File: src/rtl/pd_pkg.sv
package pd_pkg;
  // Sleep request from the control bits and the registered energy level.
  function automatic logic want_sleep(input logic force_bit, input logic auto_bit,
                                      input logic energy_now);
    return force_bit | (auto_bit & ~energy_now);
  endfunction

  // Next value of the sticky flag; a set beats a clear.
  function automatic logic flag_next(input logic set_ev, input logic clr_ev,
                                     input logic cur);
    return set_ev | (cur & ~clr_ev);
  endfunction
endpackage

File: src/rtl/pd_energy_edge.sv
module pd_energy_edge (
  input  logic clk,
  input  logic rst_n,
  input  logic line_energy,
  output logic energy_lvl,
  output logic energy_rise
);
  logic energy_prev;

  always_ff @(posedge clk or negedge rst_n) begin
    if (!rst_n) begin
      energy_lvl  <= 1'b0;
      energy_prev <= 1'b0;
    end else begin
      energy_lvl  <= line_energy;
      energy_prev <= energy_lvl;
    end
  end

  assign energy_rise = energy_lvl & ~energy_prev;
endmodule

File: src/rtl/pd_power_fsm.sv
module pd_power_fsm
  import pd_pkg::*;
(
  input  logic clk,
  input  logic rst_n,
  input  logic force_sleep,
  input  logic auto_sleep_en,
  input  logic energy_lvl,
  output logic asleep,
  output logic waking,
  output logic wake_pulse
);
  logic sleep_req;

  assign sleep_req = want_sleep(force_sleep, auto_sleep_en, energy_lvl);
  assign waking    = asleep & ~sleep_req;

  always_ff @(posedge clk or negedge rst_n) begin
    if (!rst_n) begin
      asleep     <= 1'b0;
      wake_pulse <= 1'b0;
    end else begin
      asleep     <= sleep_req;
      wake_pulse <= waking;
    end
  end
endmodule

File: src/rtl/pd_irq_flag.sv
module pd_irq_flag
  import pd_pkg::*;
(
  input  logic clk,
  input  logic rst_n,
  input  logic set_ev,
  input  logic clr_ev,
  output logic flag
);
  always_ff @(posedge clk or negedge rst_n) begin
    if (!rst_n) flag <= 1'b0;
    else        flag <= flag_next(set_ev, clr_ev, flag);
  end
endmodule

File: src/rtl/pwrdn_ctrl.sv
module pwrdn_ctrl (
  input  logic clk,
  input  logic rst_n,
  input  logic force_sleep,
  input  logic auto_sleep_en,
  input  logic line_energy,
  input  logic wake_irq_en,
  input  logic irq_clear,
  output logic core_sleep,
  output logic tx_block,
  output logic wake_pulse,
  output logic irq_n
);
  logic energy_lvl;
  logic energy_rise;
  logic waking;
  logic irq_set;
  logic irq_flag;

  pd_energy_edge u_edge (
    .clk         (clk),
    .rst_n       (rst_n),
    .line_energy (line_energy),
    .energy_lvl  (energy_lvl),
    .energy_rise (energy_rise)
  );

  pd_power_fsm u_fsm (
    .clk           (clk),
    .rst_n         (rst_n),
    .force_sleep   (force_sleep),
    .auto_sleep_en (auto_sleep_en),
    .energy_lvl    (energy_lvl),
    .asleep        (core_sleep),
    .waking        (waking),
    .wake_pulse    (wake_pulse)
  );

  // Energy-caused wake: leaving sleep on a fresh registered rise in auto mode.
  assign irq_set = waking & energy_rise & auto_sleep_en & wake_irq_en;

  pd_irq_flag u_irq (
    .clk    (clk),
    .rst_n  (rst_n),
    .set_ev (irq_set),
    .clr_ev (irq_clear),
    .flag   (irq_flag)
  );

  assign tx_block = core_sleep;
  assign irq_n    = ~irq_flag;
endmodule

File: config.mk
export PLATFORM = sky130hd
export DESIGN_NAME = pwrdn_ctrl
export DESIGN_NICKNAME = d
export VERILOG_FILES = /design/src/rtl/pd_pkg.sv /design/src/rtl/pd_energy_edge.sv /design/src/rtl/pd_power_fsm.sv /design/src/rtl/pd_irq_flag.sv /design/src/rtl/pwrdn_ctrl.sv
export SDC_FILE = /design/constraint.sdc
export NUM_CORES = 1
export LEC_CHECK = 0
export ABC_CLOCK_PERIOD_IN_PS = 1170
export BUFFER_PORTS_ARGS = -buffer_cell sky130_fd_sc_hd__buf_2
export CAP_MARGIN = 20
export CORE_AREA = 2 2 39 41
export CTS_CLUSTER_SIZE = 14
export DETAILED_ROUTE_END_ITERATION = 8
export DIE_AREA = 0 0 41 43
export SLEW_MARGIN = 30
export SYNTH_ARGS = -nofsm -noshare
export SYNTH_HDL_FRONTEND = slang
export SYNTH_HIERARCHICAL = 1
export SYNTH_SLANG_ARGS = --single-unit
File: constraint.sdc
create_clock -name clk -period 1.17 [get_ports clk]
set_input_delay 0.0585 -clock clk [delete_from_list [all_inputs] [get_ports clk]]
set_output_delay 0.0585 -clock clk [all_outputs]
set_load 0.005 [all_outputs]
Word-level counts from Yosys, hierarchy flattened
Cells that the tools add are included.
Storage, ports and cells
  register bits after elaboration: 5
  input bits: 7
  output and inout bits: 4
  word-level logic and storage cells: 19
Cells by class
  bitwise gates (word level): 14
Operators by type and width (count)
  bitwise AND 1 bit: 7
  inverter 1 bit: 5
  OR 1 bit: 2

Longest topological paths before layout
  word-level depth: 9
  mapped depth: 4

Cells and area by module
Netlist, hierarchy kept.
By module, submodules not included
  pd_power_fsm: times used 1, cells an instance 6, area each 78.8 um^2
  pd_energy_edge: times used 1, cells an instance 3, area each 63.8 um^2
  pd_irq_flag: times used 1, cells an instance 3, area each 36.3 um^2
  pwrdn_ctrl: times used 1, cells an instance 3, area each 20.0 um^2

Worst setup path before layout
Ideal clock, no wire load.
  kind: register to register
  start: register u_edge.energy_lvl
  end: register u_irq.flag
  data arrival time: 0.865 ns
  data required time: 1.106 ns
  path slack: 0.242 ns
  stages on the path, launching flop included: 5
  clock period less this slack: 0.928 ns
  path through: dfrtp_1 -> inv_1 -> a211oi_2 -> and4_1 -> a21o_1
Between the ends
  word-level cells in the longest chain between the ends: 9
Ends and longest elaborated chain
  from (decl): line pd_energy_edge.sv:5  | output logic energy_lvl,
  from (signal assigned): line pd_energy_edge.sv:15  | energy_lvl <= line_energy;
  inverter 1 bit: line pd_pkg.sv:5  | return force_bit | (auto_bit & ~energy_now);
  bitwise AND 1 bit: line pd_pkg.sv:5
  OR 1 bit: line pd_pkg.sv:5
  inverter 1 bit: line pd_power_fsm.sv:16  | assign waking = asleep & ~sleep_req;
  bitwise AND 1 bit: line pd_power_fsm.sv:16
  net waking: line pwrdn_ctrl.sv:16  | logic waking;
  bitwise AND 1 bit (3 in a row): line pwrdn_ctrl.sv:40  | assign irq_set = waking & energy_rise & auto_sleep_en & wake_irq_en;
  net irq_set: line pwrdn_ctrl.sv:17  | logic irq_set;
  OR 1 bit: line pd_pkg.sv:11  | return set_ev | (cur & ~clr_ev);
  to (signal assigned): line pd_irq_flag.sv:12  | else flag <= flag_next(set_ev, clr_ev, flag);
  to (decl): line pd_irq_flag.sv:8  | output logic flag
The timed path passes the listed nets, and every way through them passes these cells.

Final worst setup path
Same ends and word-level chain as after synthesis.

==> flow_summary.ini <==
[worst_setup_path]
crit_family = flip-flops
critPathKind = register to register
crit_slowest_cell = dfrtp_1
crit_path_start_kind = register
critPathRequiredTime_ns = 1.35
ff2ff_path_depth = 4
critPathBufInv = 1
end_kind = register
cp.arrival_ns = 1.20
path_max_fanout = 3
reg2reg_from = u_edge/energy_lvl
rrSetupSlack_ns = 0.14
regToRegEndpoint = u_irq/flag
crit_chain = inv_1 > a211oi_2 > and4_1 > a21o_1
max_stage_delay_ns = 0.36

[drt]
antenna_left = 0
wl_per_cell_um = 8.30
num_vias = 157
drt_pass1_iterations = 4
routed_via_density = 3.41
routed_wl_um = 382
drtIter0Drc = 1
drc_errors = 0

[min_path]
whs_path_depth = 2
hold_class = primary input to register
worstHoldStart = force_sleep
hold_end = u_fsm/wake_pulse

[synth]
netlist_instances = 15
syn_area_um2 = 199
ys_seq_elements = 5
ys_warn_count = 6
synth_cell_types = 8
syn-num-nets = 22
syn_area_per_cell_um2 = 13.3
yosysSeqAreaShare = 0.629

[timing]
drv_slew = 0
min_period_ns = 1.03
fmax_mhz = 973
worstMarginPinSlew_ns = 0.176
fin_crit_sh = 0.879
finalHoldViolations = 0
finalSetupTns_ns = 0
rsz0062_at_grt = false
finalSetupViolations = 0
finClkSkew_ns = 0.00293
max_slew_margin = 0.882

[finish]
synthToLayoutAreaGrowth_pct = 54.7
num-nets-final = 38
multiInputGateArea_um2 = 51.3
seq_area_um2 = 125
final_common_cell = buf_2
final_layout_size_suffix_gt1_frac = 0.533
antenna_cells = 0
layout_common_cells = buf_2, dfrtp_1, inv_1, clkbuf_4, dlygate4sd3_1
fillCellCount = 151

[flow_run]
drv_cap = 0

[clock_network]
cts_buffer_depth = 2
htreeDepth = 1
cts_sinks = 5
clock_latency_ns = 0.23
cts_resized = 0
numCtsBuffers = 3
postCtsSetupBuffers = 0
path_clk_slew_ns = 0.04
clockRootBuffer = clkbuf_4
tritoncts = yes

[floorplan]
core-area_um2 = 1380
initial_core_util = 0.144
die_area_um2 = 1760
rows = 14
die_h_um = 43
ios = 11
dieWidth_um = 41

[global_route]
grt.met1_usage = 0.0621
grt_max_degree = 6
grt_pass1_wl_um = 531
grt_pass1_vias = 137
overflow = 0
track_usage = 0.0494
grt_use_met2 = 0.0563
grt-busiest-layer = met3
antenna_found_initial = 0
grt_use_met3 = 0.0628

[run_status]
outcome = finished clean

[pwr]
p_sw_w = 0.0000860
p_leak_nw = 0.169
comb_power_share = 0.096
power.total_w = 0.000421
power_frac_seq = 0.445
p_int_w = 0.000335
power_density_nw_per_um2 = 1370
p_sw_frac = 0.204
clockPowerShare = 0.459
irDropWorstVdd_v = 0.000550

[placement]
gp_congestion = 0.573
io_buffers = 10
## cell usage after synthesis
cell type  n  area, µm²
dfrtp_1    5        125
a21o_2     1       8.76
inv_1      4       15.0
a211oi_2   1       12.5
buf_4      1       7.51
nor2b_4    1       13.8
a21o_1     1       7.51
and4_1     1       8.76
## power by group through the flow
stage / sequential, W / clock [W] / combinational, W
floorplan: 0.000190 / 0 / 0.0000148
CTS: 0.000187 / 0.000203 / 0.0000411
global placement: 0.000190 / 0 / 0.0000350
finish: 0.000187 / 0.000193 / 0.0000404
detailed placement: 0.000190 / 0 / 0.0000357
global route: 0.000188 / 0.000225 / 0.0000453
## area by class of cell
cell class                      count  area share
Timing Repair Buffer               12       0.228
Multi-Input combinational cell      5       0.167
Sequential cell                     5       0.407
Tap cell                           16      0.0650
Inverter                            4      0.0488
Clock buffer                        4      0.0854
## metrics by stage
stage	utilization	cells	cell area [µm²]	hold WS, ns	setup slack [ns]
after global placement	0.189	40	262	-0.122	0.178
after global routing	0.222	46	308	0.00302	0.0691
after floorplan	-	15	199	-0.237	0.242
after CTS	0.222	46	308	0.00512	0.122
final	0.222	46	308	0.0140	0.142
after detailed placement	0.189	40	262	-0.123	0.135
## what timing repair did
| action | 4_1_cts | 5_1_grt |
|---|---|---|
| setup endpoints to repair | 0 | 0 |
| endpoints found under the hold margin | 6 | 0 |
| hold buffers | 2 | 0 |
## sequential cells by signal, indices dropped and copies added, names as in the netlist
register            flops
u_edge/energy_prev      1
u_edge/energy_lvl       1
u_irq/flag              1
u_fsm/asleep            1
u_fsm/wake_pulse        1
## routing by layer
| layer | wire length [µm] | part of all wire |
|---|---|---|
| met5 | 0 | 0 |
| met4 | 0 | 0 |
| met3 | 63 | 0.16 |
| met2 | 130 | 0.34 |
| met1 | 188 | 0.49 |
## how the worst max path moves through the flow
stage | slack, ns | cells past startpoint | startpoint | endpoint
finish | 0.14 | 4 | u_edge/energy_lvl | u_irq/flag
CTS | 0.12 | 4 | u_edge/energy_lvl | u_irq/flag
floorplan | 0.24 | 4 | u_edge/energy_lvl | u_irq/flag
detailed placement | 0.14 | 4 | u_edge/energy_lvl | u_irq/flag
global route | 0.07 | 4 | u_edge/energy_lvl | u_irq/flag
global placement | 0.18 | 4 | u_edge/energy_lvl | u_irq/flag
## cells by family after synthesis
family | count (synthesis) | synth area share
compound gates | 3 | 0.145
buf+inv | 5 | 0.113
flops | 5 | 0.629
simple gates | 2 | 0.113
## worst reg2reg max path, cell delays in order, from the launching register on
cell	delay [ns]
dfrtp_1	0.36
inv_1	0.07
a211oi_2	0.23
and4_1	0.23
a21o_1	0.09
(Power assumes the default switching activity.)
